File: config.mk
export PLATFORM = sky130hd
export DESIGN_NAME = kbdc_poll_port
export DESIGN_NICKNAME = d
export VERILOG_FILES = /design/src/rtl/kbdc_pkg.sv /design/src/rtl/kbdc_decode.sv /design/src/rtl/kbdc_slot.sv /design/src/rtl/kbdc_readout.sv /design/src/rtl/kbdc_poll_port.sv
export SDC_FILE = /design/constraint.sdc
export NUM_CORES = 1
export LEC_CHECK = 0
export ABC_AREA = 1
export BUFFER_PORTS_ARGS = -buffer_cell sky130_fd_sc_hd__buf_2
export CORE_MARGIN = 3
export CORE_UTILIZATION = 42
export DETAILED_ROUTE_END_ITERATION = 10
export PLACE_DENSITY = 0.76
export SLEW_MARGIN = 10
export SYNTH_ARGS = -nofsm -noshare
export SYNTH_HDL_FRONTEND = slang
export SYNTH_SLANG_ARGS = --single-unit
File: constraint.sdc
create_clock -name clk -period 1.44 [get_ports clk]
set_input_delay 0.288 -clock clk [delete_from_list [all_inputs] [get_ports clk]]
set_output_delay 0.288 -clock clk [all_outputs]
set_load 0.02 [all_outputs]
File: src/rtl/kbdc_pkg.sv
package kbdc_pkg;
  typedef enum logic [1:0] {
    SEL_NONE = 2'd0,
    SEL_STAT = 2'd1,
    SEL_DATA = 2'd2,
    SEL_MISS = 2'd3
  } sel_e;
endpackage

File: src/rtl/kbdc_decode.sv
module kbdc_decode
  import kbdc_pkg::*;
#(
  parameter int ADDR_W = 16,
  parameter logic [ADDR_W-1:0] STAT_ADDR = 16'h0A00,
  parameter logic [ADDR_W-1:0] DATA_ADDR = 16'h0A01
) (
  input  logic [ADDR_W-1:0] bus_addr,
  input  logic              bus_rd,
  input  logic              bus_wr,
  output sel_e              sel,
  output logic              data_take
);
  logic is_read;
  assign is_read = bus_rd && !bus_wr;

  always_comb begin
    if (!is_read)                    sel = SEL_NONE;
    else if (bus_addr == STAT_ADDR)  sel = SEL_STAT;
    else if (bus_addr == DATA_ADDR)  sel = SEL_DATA;
    else                             sel = SEL_MISS;
  end

  assign data_take = (sel == SEL_DATA);
endmodule

File: src/rtl/kbdc_slot.sv
module kbdc_slot #(
  parameter int CHAR_W = 8
) (
  input  logic              clk,
  input  logic              rst_n,
  input  logic              key_valid,
  input  logic [CHAR_W-1:0] key_byte,
  input  logic              data_take,
  output logic [CHAR_W-1:0] char_q,
  output logic              ready_q,
  output logic              ovr_q
);
  always_ff @(posedge clk) begin
    if (!rst_n) begin
      char_q  <= '0;
      ready_q <= 1'b0;
      ovr_q   <= 1'b0;
    end else begin
      if (key_valid) begin
        char_q  <= key_byte;
        ready_q <= 1'b1;
        if (data_take)    ovr_q <= 1'b0;
        else if (ready_q) ovr_q <= 1'b1;
      end else if (data_take) begin
        ready_q <= 1'b0;
        ovr_q   <= 1'b0;
      end
    end
  end

  AST_ARRIVAL_SETS: assert property (@(posedge clk) disable iff (!rst_n)
    key_valid |=> ready_q);
  AST_READ_CLEARS: assert property (@(posedge clk) disable iff (!rst_n)
    (data_take && !key_valid) |=> (!ready_q && !ovr_q));
  AST_OVERRUN_SETS: assert property (@(posedge clk) disable iff (!rst_n)
    (key_valid && ready_q && !data_take) |=> ovr_q);
  AST_TIE_KEEPS_READY: assert property (@(posedge clk) disable iff (!rst_n)
    (key_valid && data_take) |=> (ready_q && !ovr_q));
  AST_OVR_NEEDS_READY: assert property (@(posedge clk) disable iff (!rst_n)
    ovr_q |-> ready_q);
  AST_CHAR_HOLDS: assert property (@(posedge clk) disable iff (!rst_n)
    !key_valid |=> $stable(char_q));
endmodule

File: src/rtl/kbdc_readout.sv
module kbdc_readout
  import kbdc_pkg::*;
#(
  parameter int DATA_W    = 16,
  parameter int CHAR_W    = 8,
  parameter int READY_BIT = 15,
  parameter int OVR_BIT   = 14
) (
  input  logic              clk,
  input  logic              rst_n,
  input  sel_e              sel,
  input  logic [CHAR_W-1:0] char_q,
  input  logic              ready_q,
  input  logic              ovr_q,
  output logic [DATA_W-1:0] bus_rdata
);
  localparam int PAD_W = DATA_W - CHAR_W;

  logic [DATA_W-1:0] stat_word;
  logic [DATA_W-1:0] data_word;
  logic [DATA_W-1:0] next_word;

  generate
    for (genvar b = 0; b < DATA_W; b++) begin : g_stat
      if (b == READY_BIT)    begin : g_rdy assign stat_word[b] = ready_q; end
      else if (b == OVR_BIT) begin : g_ovr assign stat_word[b] = ovr_q;   end
      else                   begin : g_zero assign stat_word[b] = 1'b0;   end
    end
  endgenerate

  assign data_word = {{PAD_W{1'b0}}, char_q};

  always_comb begin
    case (sel)
      SEL_STAT: next_word = stat_word;
      SEL_DATA: next_word = data_word;
      default:  next_word = '0;
    endcase
  end

  always_ff @(posedge clk) begin
    if (!rst_n) bus_rdata <= '0;
    else        bus_rdata <= next_word;
  end

  AST_MISS_ZERO: assert property (@(posedge clk) disable iff (!rst_n)
    (sel == SEL_MISS) |=> (bus_rdata == '0));
  AST_IDLE_ZERO: assert property (@(posedge clk) disable iff (!rst_n)
    (sel == SEL_NONE) |=> (bus_rdata == '0));
  AST_DATA_PAD: assert property (@(posedge clk) disable iff (!rst_n)
    (sel == SEL_DATA) |=> (bus_rdata[DATA_W-1:CHAR_W] == '0));
  AST_STAT_READY: assert property (@(posedge clk) disable iff (!rst_n)
    (sel == SEL_STAT) |=> (bus_rdata[READY_BIT] == $past(ready_q)));
endmodule

File: src/rtl/kbdc_poll_port.sv
module kbdc_poll_port
  import kbdc_pkg::*;
#(
  parameter int ADDR_W = 16,
  parameter int DATA_W = 16,
  parameter int CHAR_W = 8,
  parameter logic [ADDR_W-1:0] STAT_ADDR = 16'h0A00,
  parameter logic [ADDR_W-1:0] DATA_ADDR = 16'h0A01
) (
  input  logic              clk,
  input  logic              rst_n,
  input  logic              key_valid,
  input  logic [CHAR_W-1:0] key_byte,
  output logic              key_ready,
  input  logic [ADDR_W-1:0] bus_addr,
  input  logic              bus_rd,
  input  logic              bus_wr,
  output logic [DATA_W-1:0] bus_rdata
);
  localparam int READY_BIT = DATA_W - 1;
  localparam int OVR_BIT   = DATA_W - 2;

  sel_e              sel;
  logic              data_take;
  logic [CHAR_W-1:0] char_q;
  logic              ready_q;
  logic              ovr_q;

  assign key_ready = 1'b1;

  kbdc_decode #(
    .ADDR_W(ADDR_W), .STAT_ADDR(STAT_ADDR), .DATA_ADDR(DATA_ADDR)
  ) u_decode (
    .bus_addr(bus_addr), .bus_rd(bus_rd), .bus_wr(bus_wr),
    .sel(sel), .data_take(data_take)
  );

  kbdc_slot #(.CHAR_W(CHAR_W)) u_slot (
    .clk(clk), .rst_n(rst_n), .key_valid(key_valid), .key_byte(key_byte),
    .data_take(data_take), .char_q(char_q), .ready_q(ready_q), .ovr_q(ovr_q)
  );

  kbdc_readout #(
    .DATA_W(DATA_W), .CHAR_W(CHAR_W), .READY_BIT(READY_BIT), .OVR_BIT(OVR_BIT)
  ) u_readout (
    .clk(clk), .rst_n(rst_n), .sel(sel), .char_q(char_q),
    .ready_q(ready_q), .ovr_q(ovr_q), .bus_rdata(bus_rdata)
  );

  AST_WRITE_INERT: assert property (@(posedge clk) disable iff (!rst_n)
    (bus_wr && !key_valid) |=> ($stable(ready_q) && $stable(ovr_q)));
endmodule

# == After elaboration in Yosys (flattened, before gate mapping) ==
# Cells that the tools add are included.
# word_totals
register_bits,26
inputBits,29
# classes
eq_ne,4
mux,9
n_reduce_logical,5
# ops
cell,count
"== test 16 x 12 -> 1 bit, second input constant",2
one-hot mux 16 bit (2 select lines),1
2-to-1 mux 1 bit,6
2-to-1 mux 2 bit,2
nonzero test 2 bit,2
"== test 2 x 1 -> 1 bit, second input constant",1
"== test 2 bit, second input constant",1
AND reduction 2 bit,1
logical AND 1 bit,1
zero test 1 bit,1

# == Depth between registers and ports, before layout ==
# Gate-level depths: netlist of the first run.
# logic_depth
word_depth,7
depth_mapped,10
ltp_nobuf,10

# == Hierarchy ==
# From an unflattened synthesis of the first run, not the netlist that was laid out.
# hier_totals
cells_unflattened,134
hier_area_um2,918.4
# by_module_without_submodules
mod,n_inst,cells_each,area_per_inst_um2,seq_area_each_um2
kbdc_slot,1,61,425.4,200.2
kbdc_readout,1,44,370.4,200.2
kbdc_decode,1,27,111.4,0.0
kbdc_poll_port,1,2,11.3,0.0

# == Worst setup path after synthesis of the first run ==
# No wires, ideal clock.
# synth_path
kind,input-to-reg
startpoint,input bus_addr[15]
endpoint,register u_slot.ovr_q
t_arrival_ns,1.172
setup_slack_ns,0.204
cell_stages,8
cell_sequence,nor2_1 -> nand2_1 -> nor2_2 -> a21oi_1 -> ha_1 -> inv_1 -> nand2_1 -> nor2_1
# synth_via
elab_chain_cells,7
# synth_lines
item,line,rtl
"start, declared",kbdc_poll_port.sv:15,"input logic [ADDR_W-1:0] bus_addr,"
== test 16 x 12 -> 1 bit,kbdc_decode.sv:20,else if (bus_addr == DATA_ADDR) sel = SEL_DATA;
2-to-1 mux 1 bit,kbdc_decode.sv:20,
2-to-1 mux 2 bit *,kbdc_decode.sv:19,else if (bus_addr == STAT_ADDR) sel = SEL_STAT;
2-to-1 mux 2 bit *,kbdc_decode.sv:18,if (!is_read) sel = SEL_NONE;
== test 2 bit *,kbdc_decode.sv:24,assign data_take = (sel == SEL_DATA);
2-to-1 mux 1 bit or nonzero test 2 bit (tied branches),--,
2-to-1 mux 1 bit or AND reduction 2 bit (tied branches),--,
"end signal, assigned",kbdc_slot.sv:22,if (data_take) ovr_q <= 1'b0;
"end signal, assigned",kbdc_slot.sv:23,else if (ready_q) ovr_q <= 1'b1;
"end signal, assigned",kbdc_slot.sv:26,ovr_q <= 1'b0;
"end, declared",kbdc_slot.sv:11,output logic ovr_q
# Every way passes the cells marked *; elsewhere a longest branch is shown, timed or not.
# A chain may end at the register's enable or synchronous reset.

# == Worst setup path after layout of the first run ==
# layout_path
startpoint,input bus_addr[13]
endpoint,register u_slot.ovr_q
# Same word-level chain as after synthesis.

==> impl_metrics.yaml, run 1 <==
floorplan:
  core-area_sq_mm: 0.00180
  rows: 15
  io_pins: 46
  die_w_um: 50.7
  start_util_pct: 46.5
  dieArea_sq_mm: 0.00257
  die_height_um: 50.7
cts:
  postCtsSetupRepairBufs: 0
  holdBufCountCts: 0
  cts_root_buffer: "clkbuf_4"
  cts_resized: 0
  path_clk_slew_ns: 0.10
  htreeDepth: 1
  clk_latency_ns: 0.29
  cts_made_buffers: 3
  cts_buffer_depth: 2
  cts_tree: "yes"
  clock_sinks: 20
worst_setup_path:
  path_max_fanout: 7
  critical_path.endpoint_type: "flip-flop"
  startpoint_type: "input pin"
  crit_arrival_ns: 1.38
  crit_slowest_cell: "ha_1"
  required_ns: 1.68
  crit_type: "input pin to flip-flop"
  rrSetupSlack_ns: 0.78
  cpPeakStageDelay_ns: 0.20
  path_cells: "buf_2 > nor2_1 > nand2_1 > nor2_2 > a21oi_1 > ha_1 > inv_1 > nand2_1 > nor2_1"
drt:
  drtPass1Iterations: 3
  routed_wl_um: 1610
  antenna_left: 0
  viasPerCell: 4.46
  num_vias: 763
  wl_per_cell_um: 9.41
  first_iter_violations: 7
  drcViolationCount: 0
place:
  place_ws_ns: -0.0339
  io_buffers: 38
  gp_congestion: 0.721
  dp.final_hpwl_um: 1340
  place_inst: 167
power:
  power_density_mw_per_mm2: 990
  vdd_ir_drop_max_mv: 0.396
  p_leak_nw: 0.530
timing:
  hold_violations: 0
  setup_viol: 0
  min_period_ns: 1.14
  clock.fmax_mhz: 878
  rsz0062_at_grt: "false"
  fin_worst_skew_ns: 0.00225
  finalCritPeriodShare_pct: 79.1
  final.setup.worst_slack_ns: 0.301
  hold_slack_ns: 0.217
  maxSlewViolCount: 0
cells_and_area:
  final_util_pct: 58.3
  area_growth_pct: 25.4
  stdcell_count: 171
  final_common_cell: "buf_2"
  final_nets: 178
  drive_gt1_share_pct: 34.2
  antenna_cells: 0
  layout_common_cells: "buf_2 (38), dfxtp_1 (20), nor2_1 (19)"
synthesis:
  synth.avg_cell_area_sq_um: 7.83
  yosys_warnings: 0
  synthCells: 107
  ys_ff_latch: 20
  yosys.cell_types.count: 17
  ys_seq_area_share_pct: 47.8
  synthesis.area_sq_um: 838
global_routing:
  grt_usage_pct: 13.5
  grt_max_degree: 16
  antenna_found_initial: 0
  grt_pass1_vias: 662
  grt_pass1_wl_um: 2620
  grt-ovfl-total: 0
outcome:
  outcome: "completed"
run:
  cap_violations: 0
hold_path:
  hp-class: "input pin to flip-flop"
through the flow:
stage,instance area (sq um),total power [W],setup TNS (ns)
2_1_floorplan,857,0.000700,0
3_3_place_gp,1010,0.000733,0
3_5_place_dp,1010,0.000739,-0.0560
4_1_cts,1050,0.00105,0
5_1_grt,1050,0.00110,0
6_report,1050,0.00104,0
synth_stat cells:
master,n,area [sq um]
nor3_1,7,35.0
nor2_1,19,71.3
o22ai_2,1,12.5
inv_2,2,7.51
a21oi_1,9,45.0
ha_1,2,25.0
nand2_1,12,45.0
nor2_2,1,6.26
nand2_2,1,6.26
o21ai_0,7,35.0
conb_1,2,7.51
dfxtp_1,20,400
nor3b_2,1,12.5
o21ai_2,1,8.76
inv_1,13,48.8
buf_4,8,60.1
buf_6,1,11.3
final timing paths:
path,start,end,depth (start not counted)
setup reg to reg,u_slot.ready_q$_SDFFE_PN0P_,u_readout.bus_rdata[15]$_SDFF_PN0_,2
hold reg to reg,u_slot.char_q[0]$_SDFFE_PN0P_,u_readout.bus_rdata[0]$_SDFF_PN0_,2
setup / recovery,bus_addr[13],u_slot.ovr_q$_SDFFE_PN0P_,9
hold / removal,key_byte[0],u_slot.char_q[0]$_SDFFE_PN0P_,3
layer usage:
metal / track usage, % / share of wire, %
met1: 14.1 / 37
met2: 23.7 / 50
met3: 4.75 / 11
met4: 6.73 / 1.7
met5: 0 / 0
state kept, by name, summed over array words and instances (netlist names):
register	cells
u_readout.bus_rdata	10
u_slot.char_q	8
u_slot.ovr_q	1
u_slot.ready_q	1
critical path, delay by kind of cell:
family	cells	cell delay (ns)
and+or+nand+nor	5	0.53
buffers and inverters	2	0.25
adders and majority gates	1	0.20
AOI/OAI and AO/OA	1	0.10
cell type report:
type                            count  area [sq um]
Multi-Input combinational cell     68           329
Inverter                           15          56.3
Tap cell                           25          31.3
Fill cell                         198           751
Sequential cell                    20           400
Timing Repair Buffer               39           198
Clock buffer                        4          36.3
report_power, final:
part	switching [W]	internal [W]	total (W)
sequential	0.00000771	0.000577	0.000584
clock	0.000160	0.000154	0.000314
combinational	0.0000849	0.0000573	0.000142
logic make-up (layout without fill, tap and decap cells):
kind of cell / count (synthesis) / in the layout / synth area share (%)
AND/OR/NAND/NOR: 41 / 41 / 21.0
buffers and inverters: 24 / 58 / 15.2
flip-flops: 20 / 20 / 47.8
AO/OA/AOI/OAI: 18 / 18 / 12.1
adder cells (fa/ha/maj): 2 / 2 / 2.98
other: 2 / 7 / 0.896
Note: power is estimated with default switching activity, not from simulation.
==> inputs of run 2 (changes only) <==
--- a/config.mk
+++ b/config.mk
@@ -8,9 +8,9 @@
 export ABC_AREA = 1
 export BUFFER_PORTS_ARGS = -buffer_cell sky130_fd_sc_hd__buf_2
 export CORE_MARGIN = 3
-export CORE_UTILIZATION = 42
+export CORE_UTILIZATION = 38
 export DETAILED_ROUTE_END_ITERATION = 10
-export PLACE_DENSITY = 0.76
+export PLACE_DENSITY = 0.73
 export SLEW_MARGIN = 10
 export SYNTH_ARGS = -nofsm -noshare
 export SYNTH_HDL_FRONTEND = slang
==> constraint.sdc (replaced) <==
create_clock -name clk -period 0.95 [get_ports clk]
set_input_delay 0.19 -clock clk [delete_from_list [all_inputs] [get_ports clk]]
set_output_delay 0.19 -clock clk [all_outputs]
set_load 0.02 [all_outputs]
==> impl_metrics.yaml, run 2 (synthesized netlist as in run 1, its figures left out) <==
drt:
  drcViolationCount: 0
  routed_wl_um: 1730
  antenna_left: 0
  first_iter_violations: 2
  drtPass1Iterations: 2
  num_vias: 770
  viasPerCell: 4.45
  wl_per_cell_um: 9.99
worst_setup_path:
  critical_path.endpoint_type: "output pin"
  crit_arrival_ns: 0.74
  critical_path_depth: 1
  required_ns: 0.76
  startpoint_type: "flip-flop"
  path_cells: "buf_4"
  crit_slowest_cell: "dfxtp_1"
  cpPeakStageDelay_ns: 0.31
  path_max_fanout: 1
  crit_type: "flip-flop to output pin"
  critPathTopFamily: "flip-flops"
  crit_buf_inv: 1
  reg2regPathDepth: 2
global_routing:
  antenna_found_initial: 0
  grt_usage_pct: 12.4
  grt-ovfl-total: 0
  grt_pass1_wl_um: 2600
  grt_pass1_vias: 675
  grt_max_degree: 16
place:
  io_buffers: 38
  dp.final_hpwl_um: 1260
  gp_congestion: 0.759
  placed_cell_area_sq_mm: 0.00105
power:
  power_density_mw_per_mm2: 1220
  p_leak_nw: 0.552
  pwr-share-seq_pct: 57.6
  vdd_ir_drop_max_mv: 0.618
  pwr-share-clk_pct: 23.6
  pwr-share-comb_pct: 18.8
  p_sw_share_pct: 25.6
  p_switching_w: 0.000394
  finalPower_w: 0.00154
  p_int_w: 0.00115
floorplan:
  rows: 16
  die_height_um: 53.0
  io_pins: 46
  start_util_pct: 41.5
  die_w_um: 53.0
  dieArea_sq_mm: 0.00281
  core-area_sq_mm: 0.00202
outcome:
  outcome: "completed"
hold_path:
  hp-class: "input pin to flip-flop"
  hold_depth: 3
cts:
  clk_latency_ns: 0.28
  cts_buffer_depth: 2
  htreeDepth: 1
  cts_tree: "yes"
  path_clk_slew_ns: 0.09
  clock_sinks: 20
  cts_root_buffer: "clkbuf_4"
  holdBufCountCts: 0
  cts_made_buffers: 3
run:
  cap_violations: 0
cells_and_area:
  reg_top3: "u_readout.bus_rdata x10, u_slot.char_q x8"
  drive_gt1_share_pct: 55.5
  final_util_pct: 62.4
  layout_common_cells: "buf_2 (24), dfxtp_1 (15), buf_6 (11)"
  final_nets: 179
  final_common_cell: "buf_2"
  antenna_cells: 0
  final_area_sq_mm: 0.00126
  largest_register_ffs: 10
  area_growth_pct: 50.4
  top_register: "u_readout.bus_rdata"
  fill_cells: 190
timing:
  maxSlewViolCount: 0
  fin_worst_skew_ns: 0.00368
  setup_viol: 0
  rsz0062_at_grt: "true"
  finalCritPeriodShare_pct: 97.6
  min_period_ns: 0.927
  clock.fmax_mhz: 1080
  hold_violations: 0
-- run 2: cell types whose count changed in the layout (fill, tap and decap cells not counted), sizes merged --
cell    before  now
buf         39   40
clkbuf       4    3
-- run 2: repair_timing --
item | in CTS | in global routing
hold endpoints to repair | 0 | 0
resized for setup | 8 | 44
buffers inserted | 0 | 1
setup endpoints to repair | 17 | 21
pin swaps | 1 | 13
-- run 2: per-layer routing --
| metal | up-vias | wire length (um) | GRT usage, % |
|---|---|---|---|
| li1 | 397 | - | - |
| met1 | 334 | 644 | 13.4 |
| met2 | 35 | 900 | 22.3 |
| met3 | 4 | 165 | 2.82 |
| met4 | 0 | 18 | 6.38 |
| met5 | - | 0 | 0 |
-- run 2: final timing paths --
path / startpoint / end / slack (ns)
max: u_readout.bus_rdata[14]$_SDFF_PN0_ / bus_rdata[14] / 0.02
min: key_byte[0] / u_slot.char_q[0]$_SDFFE_PN0P_ / 0.13
max reg2reg: u_slot.char_q[0]$_SDFFE_PN0P_ / u_slot.char_q[0]$_SDFFE_PN0P_ / 0.29
min reg2reg: u_slot.char_q[0]$_SDFFE_PN0P_ / u_readout.bus_rdata[0]$_SDFF_PN0_ / 0.44
-- run 2: worst reg2reg max path, delay by kind of cell (launching register included) --
kind	cells	cell delay [ns]
DFF	1	0.33
and+or+nand+nor	1	0.05
AOI/OAI and AO/OA	1	0.18
-- run 2: cell type report --
class	count	area, sq um	area share [%]
clock buffers	3	22.5	1.79
well taps	27	33.8	2.68
flip-flops and latches	20	407	32.2
inverters	15	68.8	5.46
repair buffers	40	282	22.3
multi-input cells	68	448	35.5
-- run 2: stage by stage --
step	TNS (ns)	instances	setup slack, ns	hold WS [ns]
floorplan	-0.927	112	-0.103	0.325
global placement	-3.41	169	-0.317	0.416
detailed placement	-3.83	169	-0.354	0.426
CTS	0	172	0.00115	0.125
global route	-0.286	173	-0.0489	0.161
finish	0	173	0.0229	0.133
-- run 2: power groups by stage --
| stage | clock (W) | sequential (W) | combinational, W |
|---|---|---|---|
| after global placement | 0 | 0.000903 | 0.000226 |
| after detailed placement | 0 | 0.000905 | 0.000233 |
| after floorplan | 0 | 0.000910 | 0.000165 |
| after CTS | 0.000385 | 0.000886 | 0.000237 |
| after global routing | 0.000413 | 0.000891 | 0.000321 |
| final | 0.000364 | 0.000887 | 0.000289 |
